<file path="src/rtl/mbb_pkg.sv">
package mbb_pkg;
  typedef enum logic [2:0] {
    PH_IDLE  = 3'd0,
    PH_ADDR1 = 3'd1,
    PH_DATA1 = 3'd2,
    PH_ADDR2 = 3'd3,
    PH_DATA2 = 3'd4,
    PH_DONE  = 3'd5
  } phase_e;
endpackage

</file>
<file path="src/rtl/mbb_seq.sv">
// Phase sequencer: two byte cycles, each an address phase then a data phase.
module mbb_seq
  import mbb_pkg::*;
(
  input  logic   clk,
  input  logic   rst_n,
  input  logic   start,
  output phase_e phase
);
  phase_e nxt;

  always_comb begin
    nxt = phase;
    unique case (phase)
      PH_IDLE:  if (start) nxt = PH_ADDR1;
      PH_ADDR1: nxt = PH_DATA1;
      PH_DATA1: nxt = PH_ADDR2;
      PH_ADDR2: nxt = PH_DATA2;
      PH_DATA2: nxt = PH_DONE;
      PH_DONE:  nxt = PH_IDLE;
      default:  nxt = PH_IDLE;
    endcase
  end

  always_ff @(posedge clk or negedge rst_n) begin
    if (!rst_n) phase <= PH_IDLE;
    else        phase <= nxt;
  end
endmodule

</file>
<file path="src/rtl/mbb_addr.sv">
// Holds the accepted access and yields the address and byte of the current cycle.
module mbb_addr #(
  parameter  int BYTE_W = 8,
  localparam int WORD_W = 2 * BYTE_W
) (
  input  logic              clk,
  input  logic              rst_n,
  input  logic              load,
  input  logic [WORD_W-1:0] in_addr,
  input  logic              in_write,
  input  logic [WORD_W-1:0] in_wdata,
  input  logic              second,
  output logic [WORD_W-1:0] cur_addr,
  output logic [BYTE_W-1:0] wr_byte,
  output logic              is_write
);
  logic [WORD_W-1:0] base_q;
  logic [WORD_W-1:0] wdata_q;

  always_ff @(posedge clk or negedge rst_n) begin
    if (!rst_n) begin
      base_q   <= '0;
      wdata_q  <= '0;
      is_write <= 1'b0;
    end else if (load) begin
      base_q   <= in_addr;
      wdata_q  <= in_wdata;
      is_write <= in_write;
    end
  end

  // Sum truncates to WORD_W bits, so the top address wraps to zero.
  assign cur_addr = base_q + {{(WORD_W-1){1'b0}}, second};
  assign wr_byte  = second ? wdata_q[BYTE_W-1:0] : wdata_q[WORD_W-1:BYTE_W];
endmodule

</file>
<file path="src/rtl/mbb_rdcap.sv">
// Byte lanes of the read word; lane 1 is the upper half.
module mbb_rdcap #(
  parameter  int BYTE_W = 8,
  localparam int LANES  = 2,
  localparam int WORD_W = LANES * BYTE_W
) (
  input  logic              clk,
  input  logic              rst_n,
  input  logic [LANES-1:0]  cap,
  input  logic [BYTE_W-1:0] din,
  output logic [WORD_W-1:0] word
);
  for (genvar g = 0; g < LANES; g++) begin : g_lane
    logic [BYTE_W-1:0] q;
    always_ff @(posedge clk or negedge rst_n) begin
      if (!rst_n)      q <= '0;
      else if (cap[g]) q <= din;
    end
    assign word[g*BYTE_W +: BYTE_W] = q;
  end
endmodule

</file>
<file path="src/rtl/mux_bus_bridge.sv">
module mux_bus_bridge
  import mbb_pkg::*;
#(
  parameter  int BYTE_W = 8,
  localparam int WORD_W = 2 * BYTE_W
) (
  input  logic              clk,
  input  logic              rst_n,
  input  logic              req_valid,
  output logic              req_ready,
  input  logic [WORD_W-1:0] req_addr,
  input  logic              req_write,
  input  logic [WORD_W-1:0] req_wdata,
  output logic              rsp_valid,
  output logic [WORD_W-1:0] rsp_rdata,
  output logic              busy,
  output logic [BYTE_W-1:0] bus_alo,
  output logic [BYTE_W-1:0] bus_ad_o,
  output logic              bus_ad_oe,
  input  logic [BYTE_W-1:0] bus_ad_i,
  output logic              bus_ale,
  output logic              bus_rd,
  output logic              bus_wr
);
  phase_e            phase;
  logic              start;
  logic              second;
  logic              data_ph;
  logic              is_write;
  logic [WORD_W-1:0] cur_addr;
  logic [BYTE_W-1:0] wr_byte;
  logic [1:0]        cap;

  assign req_ready = (phase == PH_IDLE);
  assign start     = req_valid && req_ready;
  assign busy      = !req_ready;
  assign second    = (phase == PH_ADDR2) || (phase == PH_DATA2);
  assign data_ph   = (phase == PH_DATA1) || (phase == PH_DATA2);

  mbb_seq u_seq (
    .clk   (clk),
    .rst_n (rst_n),
    .start (start),
    .phase (phase)
  );

  mbb_addr #(.BYTE_W(BYTE_W)) u_addr (
    .clk      (clk),
    .rst_n    (rst_n),
    .load     (start),
    .in_addr  (req_addr),
    .in_write (req_write),
    .in_wdata (req_wdata),
    .second   (second),
    .cur_addr (cur_addr),
    .wr_byte  (wr_byte),
    .is_write (is_write)
  );

  assign bus_ale   = (phase == PH_ADDR1) || (phase == PH_ADDR2);
  assign bus_rd    = data_ph && !is_write;
  assign bus_wr    = data_ph && is_write;
  assign bus_ad_oe = bus_ale || bus_wr;
  assign bus_ad_o  = bus_ale ? cur_addr[WORD_W-1:BYTE_W] :
                     bus_wr  ? wr_byte : '0;
  assign bus_alo   = (bus_ale || data_ph) ? cur_addr[BYTE_W-1:0] : '0;

  assign cap = {bus_rd && (phase == PH_DATA1), bus_rd && (phase == PH_DATA2)};

  mbb_rdcap #(.BYTE_W(BYTE_W)) u_rdcap (
    .clk   (clk),
    .rst_n (rst_n),
    .cap   (cap),
    .din   (bus_ad_i),
    .word  (rsp_rdata)
  );

  assign rsp_valid = (phase == PH_DONE);
endmodule

</file>
<file path="config.mk">
export PLATFORM = sky130hd
export DESIGN_NAME = mux_bus_bridge
export DESIGN_NICKNAME = d
export VERILOG_FILES = /design/src/rtl/mbb_pkg.sv /design/src/rtl/mbb_seq.sv /design/src/rtl/mbb_addr.sv /design/src/rtl/mbb_rdcap.sv /design/src/rtl/mux_bus_bridge.sv
export SDC_FILE = /design/constraint.sdc
export NUM_CORES = 1
export LEC_CHECK = 0
export BUFFER_PORTS_ARGS = -buffer_cell sky130_fd_sc_hd__buf_2
export CORE_MARGIN = 2
export CORE_UTILIZATION = 25
export DETAILED_ROUTE_END_ITERATION = 7
export PLACE_DENSITY = 0.42
export SLEW_MARGIN = 20
export SYNTH_ARGS = -nofsm -noshare
export SYNTH_HDL_FRONTEND = slang
export SYNTH_SLANG_ARGS = --single-unit
export TNS_END_PERCENT = 100
</file>
<file path="constraint.sdc">
create_clock -name clk -period 3.14 [get_ports clk]
set_input_delay 0.157 -clock clk [delete_from_list [all_inputs] [get_ports clk]]
set_output_delay 0.157 -clock clk [all_outputs]
set_load 0.005 [all_outputs]
</file>
Word-level counts from Yosys, hierarchy flattened

Index checks and enable logic that the tools add are counted.

Add/sub/neg operators: 1
Equal/unequal tests: 6
Mux-type cells: 6
Reductions and logical operators: 13

Operators by type and width:

| cell                 | number |
|---|---|
| $mux W8              | 4 |
| $add A16 B1 Y16      | 1 |
| $pmux W3 S5          | 1 |
| $eq A3 B2 Y1 const B | 2 |
| $eq A3 B3 Y1 const B | 2 |
| $logic_and A1 B1 Y1  | 5 |
| $logic_or A1 B1 Y1   | 5 |
| $eq A3 B1 Y1 const B | 1 |
| $logic_not A3 Y1     | 1 |
| $mux W3              | 1 |
| $logic_not A1 Y1     | 2 |
| $ne A2 B1 Y1 const B | 1 |

Register bits after elaboration: 52
Word-level logic and storage cells: 32

Longest topological paths before layout

Gate-level depths: netlist (run 1).

Word-level depth: 5
Depth in mapped cells: 12

By module

A second synthesis (run 1) with hierarchy kept.

Cell total of the unflattened synthesis: 210
Area, all modules: 2,766.4 µm²

Modules (own cells, without submodules):

| module         | times used | cells an instance | area each (µm²) | seq. area each (µm²) |
|---|---|---|---|---|
| mbb_addr       | 1          | 124               | 1,644.1         | 825.8 |
| mbb_rdcap      | 1          | 34                | 663.1           | 400.4 |
| mux_bus_bridge | 1          | 42                | 342.8           | 0.0 |
| mbb_seq        | 1          | 10                | 116.4           | 75.1 |

Worst setup path after synthesis (run 1)

No wires, ideal clock.

Path type: reg-to-output
From: register u_seq.phase[1]
To: output port bus_ad_o[6]
Arrival: 2,058 ps
Data required time: 2,983 ps
Slack: 925 ps
Stages on the path, launching flop included: 12
Cell sequence: dfrtp_1 > buf_6 > nor3b_1 > a21oi_1 > buf_2 > inv_1 > ha_1 > ha_1 > nand4_1 > nor4_1 > xnor2_1 > o22ai_1

Longest elaborated chain between the ends: 5
Elaborated cells between the ends (all ways): 12
Those cells by class: add/sub: 1; eq/ne: 4; mux: 3; reduce/logical: 4

RTL lines:

| item                                                    | line                 | RTL |
|---|---|---|
| from (decl)                                             | mbb_seq.sv:8         | `output phase_e phase` |
| from (signal assigned)                                  | mbb_seq.sv:27        | `else phase <= nxt;` |
| branches (longest 4 deep; another with $add A16 B1 Y16) | --                   |  |
| $mux W8 (*)                                             | mux_bus_bridge.sv:64 | `assign bus_ad_o = bus_ale ? cur_addr[WORD_W-1:BYTE_W] :` |
| to (decl)                                               | mux_bus_bridge.sv:18 | `output logic [BYTE_W-1:0] bus_ad_o,` |

Every way passes the cells marked *.

Worst setup path in the final report (run 1)

From: register u_seq.phase[0]
To: output port bus_ad_o[7]

The elaborated chain is that of the path after synthesis.

==> results of run 1 <==
## stage by stage
step	setup slack [ns]	area (um^2)
after floorplan	0.925	2570
after global placement	0.675	3110
after detailed placement	0.660	3110
after CTS	0.297	3230
after global routing	0.0537	3230
final	0.348	3230
## layer usage
layer  routed length [um]  track usage (%)  part of all wire [%]
met5                    0                0                     0
met4                   61             3.38                  0.99
met3                  406             3.71                   6.6
met2                 2890             18.5                    47
met1                 2830             15.4                    46
## timing repair
action                                 CTS  global route
gates resized for setup                  0             0
buffers inserted                         0             0
setup endpoints to repair                0             0
hold buffers                             1             0
endpoints found under the hold margin   18             0
## power groups by stage
| stage | Combinational [W] | Sequential (W) | Clock, W |
|---|---|---|---|
| floorplan | 0.00102 | 0.00124 | 0 |
| global placement | 0.00150 | 0.00130 | 0 |
| detailed placement | 0.00151 | 0.00130 | 0 |
| CTS | 0.00152 | 0.00129 | 0.000500 |
| global route | 0.00164 | 0.00135 | 0.000522 |
| finish | 0.00147 | 0.00128 | 0.000478 |
## cell usage in the layout (no fill, tap or decap)
| cell type | instances |
|---|---|
| sky130_fd_sc_hd__and2_1 | 1 |
| sky130_fd_sc_hd__nor2_1 | 7 |
| sky130_fd_sc_hd__clkbuf_1 | 1 |
| sky130_fd_sc_hd__inv_6 | 1 |
| sky130_fd_sc_hd__clkbuf_8 | 5 |
| sky130_fd_sc_hd__xnor2_1 | 13 |
| sky130_fd_sc_hd__or3_1 | 2 |
| sky130_fd_sc_hd__a21oi_1 | 3 |
| sky130_fd_sc_hd__buf_2 | 82 |
| sky130_fd_sc_hd__nor3_1 | 6 |
| sky130_fd_sc_hd__nor3b_1 | 1 |
| sky130_fd_sc_hd__o21ai_0 | 7 |
| sky130_fd_sc_hd__nand3_1 | 4 |
| sky130_fd_sc_hd__nand4_2 | 1 |
| sky130_fd_sc_hd__a211oi_1 | 1 |
| sky130_fd_sc_hd__dfrtp_1 | 52 |
| sky130_fd_sc_hd__inv_1 | 9 |
| sky130_fd_sc_hd__and3_1 | 2 |
| sky130_fd_sc_hd__ha_1 | 3 |
| sky130_fd_sc_hd__nand2_1 | 10 |
| sky130_fd_sc_hd__xor2_1 | 1 |
| sky130_fd_sc_hd__bufinv_16 | 1 |
| sky130_fd_sc_hd__nand2b_1 | 1 |
| sky130_fd_sc_hd__nor3_4 | 1 |
| sky130_fd_sc_hd__o22ai_1 | 8 |
| sky130_fd_sc_hd__mux2_2 | 45 |
| sky130_fd_sc_hd__nor4_1 | 4 |
| sky130_fd_sc_hd__or3b_1 | 1 |
| sky130_fd_sc_hd__buf_4 | 6 |
| sky130_fd_sc_hd__mux2i_1 | 8 |
| sky130_fd_sc_hd__dlygate4sd3_1 | 1 |
| sky130_fd_sc_hd__nand4_1 | 4 |
| sky130_fd_sc_hd__nor4b_4 | 2 |
## state kept, by name, summed over array words and instances (netlist names)
name	count
u_addr.base_q	16
u_seq.phase	3
u_addr.is_write	1
u_rdcap.g_lane.q	16
u_addr.wdata_q	16
## cells by family (layout without fill, tap and decap cells)
logic type	count (synthesis)	after routing	share of synthesized area, %
compound gates	19	19	4.18
xor+xnor	14	14	4.76
fa+ha+maj	3	3	1.46
buf+inv	19	106	4.86
flops	52	52	50.5
mux	53	53	22.8
simple gates	47	47	11.4
## critical path, stage by stage (launching register included)
cell and delay (ns):
sky130_fd_sc_hd__dfrtp_1 0.33, sky130_fd_sc_hd__buf_4 0.20, sky130_fd_sc_hd__nand2b_1 0.07, sky130_fd_sc_hd__buf_4 0.17, sky130_fd_sc_hd__inv_1 0.07, sky130_fd_sc_hd__a21oi_1 0.08, sky130_fd_sc_hd__inv_1 0.10, sky130_fd_sc_hd__ha_1 0.18
sky130_fd_sc_hd__nand4_2 0.20, sky130_fd_sc_hd__nor4_1 0.47, sky130_fd_sc_hd__xnor2_1 0.11, sky130_fd_sc_hd__o22ai_1 0.17, sky130_fd_sc_hd__buf_2 0.15
## worst paths after layout
check | to | slack [ns]
setup / recovery | bus_ad_o[7] | 0.35
hold / removal | u_addr.base_q[9]$_DFFE_PN0P_ | 0.06
setup reg to reg | u_addr.base_q[11]$_DFFE_PN0P_ | 1.22
hold reg to reg | u_rdcap.g_lane[0].q[1]$_DFFE_PN0P_ | 0.51
max in group asynchronous | u_seq.phase[1]$_DFFE_PN0P_ | 1.99
min in group asynchronous | u_addr.wdata_q[14]$_DFFE_PN0P_ | 0.32
## final cells by class
cell class | instances | area, um^2
clock buffers | 6 | 72.6
clock inverters | 2 | 38.8
fillers | 1071 | 6910
inverters | 9 | 33.8
multi-input cells | 136 | 1150
flip-flops and latches | 52 | 1300
well taps | 136 | 170
repair buffers | 89 | 465
==> insert_results.sql, run 1 <==
INSERT INTO impl_metrics (metric_group, metric, value, unit) VALUES
('cts', 'numCtsBuffers', '5', ''),
('logic_synthesis', 'synth_nets', '254', ''),
('timing', 'timing_worst_slew_pin_value', '0.654', 'ns'),
('timing', 'timing.final.crit_share', '88.9', '%'),
('placed_design', 'numPlacedInstances', '421', ''),
('grt', 'grt_antenna_before_repair', '0', ''),
('timing', 'finalHoldWorstSlack', '0.0562', 'ns'),
('cts', 'ctsRootBufferMaster', 'sky130_fd_sc_hd__clkbuf_8', ''),
('routing', 'vias_per_cell', '4.27', ''),
('placed_design', 'place.gp.congestion', '0.749', ''),
('cts', 'clock_sinks', '52', ''),
('final_layout', 'drive_above_1_share', '49.0', '%'),
('logic_synthesis', 'edff_count_synth', '0', ''),
('worst_setup_path', 'crit_path_start', 'u_seq.phase[0]$_DFFE_PN0P_', ''),
('timing', 'timing.clock.skew', '0.00521', 'ns'),
('cts', 'clock_insertion_delay_worst_skew', '0.31', 'ns'),
('pwr', 'ir_worst_vdd', '300', 'uV'),
('worst_setup_path', 'worst_r2r_path_depth', '4', ''),
('pwr', 'power.switching', '0.00119', 'W'),
('timing', 'relSlewSlack', '56.2', '%'),
('logic_synthesis', 'synthCells', '207', ''),
('routing', 'remaining_antenna_violation_count_after_routing', '0', ''),
('run', 'maxCapViolCount', '0', ''),
('worst_setup_path', 'crit_arrival', '2.63', 'ns'),
('pwr', 'finalPower', '0.00323', 'W'),
('worst_setup_path', 'crit_path_start_kind', 'register', ''),
('pwr', 'seq_power_share', '39.7', '%'),
('logic_synthesis', 'synth_most_common_cell', 'sky130_fd_sc_hd__dfrtp_1', ''),
('pwr', 'comb_power_share', '45.5', '%'),
('routing', 'drt_drc_violations_left', '0', ''),
('run_status', 'run_status', 'finished clean', ''),
('cts', 'htreeDepth', '2', ''),
('cts', 'clockBufferDepth', '2', ''),
('worst_setup_path', 'crit_type', 'reg2out', ''),
('routing', 'routed_wl', '6.18', 'mm'),
('grt', 'global_route.overflow_total', '0', ''),
('logic_synthesis', 'yosysTopAreaCellShare', '50.5', '%'),
('grt', 'vias_in_the_first_global_route', '1951', ''),
('grt', 'first_pass_grt_wire_length', '10.2', 'mm'),
('pwr', 'power_report.internal_total', '0.00205', 'W'),
('timing', 'setup_tns', '0', 'ns'),
('worst_hold_path', 'worstHoldStart', 'req_addr[9]', ''),
('final_layout', 'final_cells', '430', ''),
('final_layout', 'finalCoreUtilization', '31.9', '%'),
('logic_synthesis', 'synth.largest_area_cell', 'sky130_fd_sc_hd__dfrtp_1', ''),
('timing', 'final_max_slew_viol_count', '0', ''),
('floorplanning', 'coreArea', '10100', 'um^2'),
('worst_setup_path', 'crit_path_max_fanout', '11', ''),
('routing', 'drt_iter0_drc', '57', ''),
('routing', 'detail_route.wl_per_cell', '14.4', 'um'),
('logic_synthesis', 'postSynthRegisterBits', '52', ''),
('pwr', 'power_frac_clock', '14.8', '%'),
('worst_setup_path', 'worst-endpoint-required', '2.98', 'ns'),
('worst_hold_path', 'hold_class', 'in2reg', ''),
('logic_synthesis', 'synth-warning-count', '0', ''),
('routing', 'detail_route.first_pass.iterations', '4', ''),
('grt', 'grt_start_max_net_pins', '38', ''),
('logic_synthesis', 'yosysSeqAreaShare', '50.5', '%'),
('cts', 'path_clk_slew', '0.10', 'ns'),
('placed_design', 'dp_hpwl', '4.57', 'mm'),
('logic_synthesis', 'yosysUniqueCellTypes', '29', ''),
('worst_setup_path', 'origin_of_the_critical_flop_to_flop_path', 'u_seq.phase[1]$_DFFE_PN0P_', ''),
('pwr', 'power-per-cell-area', '1000', 'nW/um^2'),
('floorplanning', 'die_h', '105', 'um'),
('logic_synthesis', 'ranking_of_synthesized_cells_by_instance_count', 'sky130_fd_sc_hd__dfrtp_1 (52), sky130_fd_sc_hd__mux2_2 (45), sky130_fd_sc_hd__xnor2_1 (13)', ''),
('timing', 'clock.fmax', '358', 'MHz'),
('floorplanning', 'io_pins', '83', ''),
('final_layout', 'final_net_count', '340', ''),
('worst_setup_path', 'critPathCaptureType', 'primary output', ''),
('logic_synthesis', 'synthTopCellsByArea', 'sky130_fd_sc_hd__dfrtp_1 (51%), sky130_fd_sc_hd__mux2_2 (20%), sky130_fd_sc_hd__xnor2_1 (4.4%)', ''),
('routing', 'vias', '1838', '');
Power figures use the tool's default switching activity.
==> inputs of run 2 (changes only) <==
CORE_UTILIZATION = 50   (was 25)
PLACE_DENSITY = 0.76   (was 0.42)
==> run 2 against run 1 <==
Effect of this change:
- count of clock-buffer cells in the layout shrank 1
- largest cell class unchanged
- flip-flop and latch count unchanged
- combinational power is 6% lower
- sequential share of layout area is 1.5 points higher
- final cell count is 16% lower
- register-to-register slack gained 0.04 ns
- setup slack worse by 0.063 ns
- critical path depth shrank 1
- largest power group unchanged
- non-clock buffer count decreased by 2
- critical endpoint is now bus_ad_o[6]
- clock skew down 0.0023 ns
- first-iteration DRC count decreased by 11%
- sequential power increased by 4%
==> insert_results.sql, run 2 (same netlist as run 1, synthesis figures left out) <==
INSERT INTO impl_metrics (metric_group, metric, value, unit) VALUES
('cts', 'cts.repair_timing.setup_buffer_count', '0', ''),
('final_layout', 'filler_cell_count', '445', ''),
('routing', 'detail_route.first_pass.iterations', '4', ''),
('cts', 'clock_insertion_delay_worst_skew', '0.31', 'ns'),
('timing', 'setup_tns', '0', 'ns'),
('floorplanning', 'coreArea', '5040', 'um^2'),
('run', 'maxCapViolCount', '0', ''),
('run_status', 'run_status', 'finished clean', ''),
('worst_setup_path', 'crit_path_start', 'u_seq.phase[0]$_DFFE_PN0P_', ''),
('placed_design', 'buffer_ports.inserted', '82', ''),
('worst_setup_path', 'crit_type', 'reg2out', ''),
('timing', 'relSlewSlack', '40.6', '%'),
('worst_setup_path', 'crit_path_start_kind', 'register', ''),
('timing', 'final_max_slew_viol_count', '0', ''),
('routing', 'drt_drc_violations_left', '0', ''),
('worst_hold_path', 'worstHoldStart', 'req_addr[9]', ''),
('floorplanning', 'effective_utilization_at_floorplan', '51.1', '%'),
('cts', 'clockBufferDepth', '2', ''),
('grt', 'vias_in_the_first_global_route', '1711', ''),
('final_layout', 'antenna_cells', '0', ''),
('routing', 'routed_wl', '5.14', 'mm'),
('final_layout', 'mostFrequentLayoutCells', 'sky130_fd_sc_hd__buf_2 (82), sky130_fd_sc_hd__dfrtp_1 (52), sky130_fd_sc_hd__mux2_2 (45)', ''),
('placed_design', 'place.gp.congestion', '0.764', ''),
('grt', 'grt_start_max_net_pins', '43', ''),
('worst_hold_path', 'hold_class', 'in2reg', ''),
('grt', 'grt_util_all_layers', '19.0', '%'),
('final_layout', 'final_net_count', '338', ''),
('floorplanning', 'die_x', '75.8', 'um'),
('floorplanning', 'dieArea', '5740', 'um^2'),
('timing', 'final_hold_viol_count', '0', ''),
('worst_setup_path', 'crit_path_max_fanout', '11', ''),
('routing', 'drt_iter0_drc', '51', ''),
('cts', 'tritoncts', 'yes', ''),
('floorplanning', 'placement_rows', '26', ''),
('timing', 'timing.final.crit_share', '90.9', '%'),
('cts', 'numCtsBuffers', '5', ''),
('timing', 'finalCriticalPeriod', '2.85', 'ns'),
('worst_setup_path', 'crit_arrival', '2.70', 'ns'),
('floorplanning', 'io_pins', '83', ''),
('timing', 'finalHoldWorstSlack', '0.0488', 'ns'),
('worst_setup_path', 'worstPathCellList', 'nand2b_1 > inv_1 > a21oi_1 > inv_1 > ha_1 > ha_1 > nand4_1 > nor4_1 > xnor2_1 > o22ai_1 > buf_2', ''),
('cts', 'path_clk_slew', '0.10', 'ns'),
('timing', 'clock.fmax', '350', 'MHz'),
('cts', 'ctsRootBufferMaster', 'sky130_fd_sc_hd__clkbuf_8', ''),
('final_layout', 'largestRegisters', 'u_addr.base_q (16), u_addr.wdata_q (16), u_rdcap.g_lane.q (16)', ''),
('cts', 'ctsResizeCount', '0', ''),
('final_layout', 'area_taken_by_multi_input_logic_gates', '1150', 'um^2'),
('worst_setup_path', 'cp_top_family', 'flip-flops', ''),
('placed_design', 'numPlacedInstances', '353', ''),
('timing', 'rsz0062_at_grt', 'false', ''),
('worst_setup_path', 'slowest_delay', '0.67', 'ns'),
('worst_setup_path', 'timing.critical_path.buf_inv', '3', ''),
('timing', 'setup_viol', '0', ''),
('placed_design', 'dp_hpwl', '3.79', 'mm'),
('timing', 'timing_worst_slew_pin_value', '0.892', 'ns'),
('worst_setup_path', 'worst-endpoint-required', '2.98', 'ns'),
('pwr', 'power.leakage', '1.49', 'nW'),
('pwr', 'finalPower', '0.00310', 'W'),
('final_layout', 'layout_commonest_cell', 'sky130_fd_sc_hd__buf_2', ''),
('timing', 'timing.clock.skew', '0.00291', 'ns'),
('routing', 'vias_per_cell', '5.10', ''),
('worst_setup_path', 'origin_of_the_critical_flop_to_flop_path', 'u_seq.phase[0]$_DFFE_PN0P_', ''),
('worst_setup_path', 'critPathCaptureType', 'primary output', ''),
('grt', 'global_route.overflow_total', '0', ''),
('pwr', 'power-per-cell-area', '995', 'nW/um^2'),
('routing', 'remaining_antenna_violation_count_after_routing', '0', ''),
('worst_setup_path', 'crit_path_top_delay_cell', 'sky130_fd_sc_hd__dfrtp_1', ''),
('grt', 'grt_antenna_before_repair', '0', ''),
('final_layout', 'drive_above_1_share', '49.0', '%'),
('grt', 'first_pass_grt_wire_length', '8.00', 'mm'),
('cts', 'clock_sinks', '52', ''),
('final_layout', 'flow.area_growth_from_synthesis', '20.9', '%'),
('pwr', 'ir_worst_vdd', '463', 'uV'),
('routing', 'vias', '1846', ''),
('cts', 'htreeDepth', '2', ''),
('floorplanning', 'die_h', '75.8', 'um'),
('routing', 'detail_route.wl_per_cell', '14.2', 'um'),
('final_layout', 'final_cells', '362', ''),
('final_layout', 'final-seq-area', '1300', 'um^2'),
('final_layout', 'finalCoreUtilization', '61.7', '%');
## run 2: cell types whose count changed in the layout (fill, tap and decap cells not counted)
cell                        change
sky130_fd_sc_hd__buf_4          -2
sky130_fd_sc_hd__bufinv_16      -1
sky130_fd_sc_hd__clkbuf_1       -1
sky130_fd_sc_hd__clkinv_2       +1
sky130_fd_sc_hd__clkinv_4       +1
## run 2: stage by stage
step	cell area (um^2)	setup WS [ns]
finish	3110	0.285
global route	3110	0.0240
CTS	3110	0.293
detailed placement	3010	0.652
global placement	3010	0.752
floorplan	2570	0.925
## run 2: worst paths after layout
| path | to | slack [ns] | cells after the start |
|---|---|---|---|
| max | bus_ad_o[6] | 0.29 | 11 |
| min | u_addr.base_q[9]$_DFFE_PN0P_ | 0.05 | 3 |
| max reg2reg | u_addr.wdata_q[2]$_DFFE_PN0P_ | 1.26 | 4 |
| min reg2reg | u_rdcap.g_lane[1].q[4]$_DFFE_PN0P_ | 0.51 | 1 |
| max in group asynchronous | u_addr.wdata_q[6]$_DFFE_PN0P_ | 1.94 | 3 |
| min in group asynchronous | u_addr.base_q[3]$_DFFE_PN0P_ | 0.51 | 2 |
## run 2: routing by layer
layer | part of all wire [%] | vias up | track usage (%)
met3 | 5.5 | 9 | 5.69
met2 | 46 | 52 | 28.1
met5 | 0 | - | 0
met1 | 47 | 878 | 25.8
met4 | 1.8 | 0 | 8.58
li1 | - | 907 | -
## run 2: what timing repair did
item	in CTS	in global routing
hold buffers	1	0
endpoints found under the setup margin	0	0
hold endpoints to repair	28	0
## run 2: final cells by class
class                   count  area share, %
multi-input cells         136           36.9
repair buffers             87           14.5
clock buffers               5           2.21
clock inverters             3          0.723
well taps                  70           2.81
inverters                   9           1.09
flip-flops and latches     52           41.8
## run 2: tightest hold or removal path: stages
cell and delay [ns]:
sky130_fd_sc_hd__buf_2 0.07, sky130_fd_sc_hd__nand2_1 0.04, sky130_fd_sc_hd__o21ai_0 0.06
## run 2: where the power goes
group | internal (W) | leakage (nW) | total, W | switching (W)
combinational | 0.000781 | 0.817 | 0.00138 | 0.000601
clock | 0.000160 | 0.0485 | 0.000390 | 0.000229
sequential | 0.00101 | 0.622 | 0.00133 | 0.000319
total | 0.00195 | 1.49 | 0.00310 | 0.00115
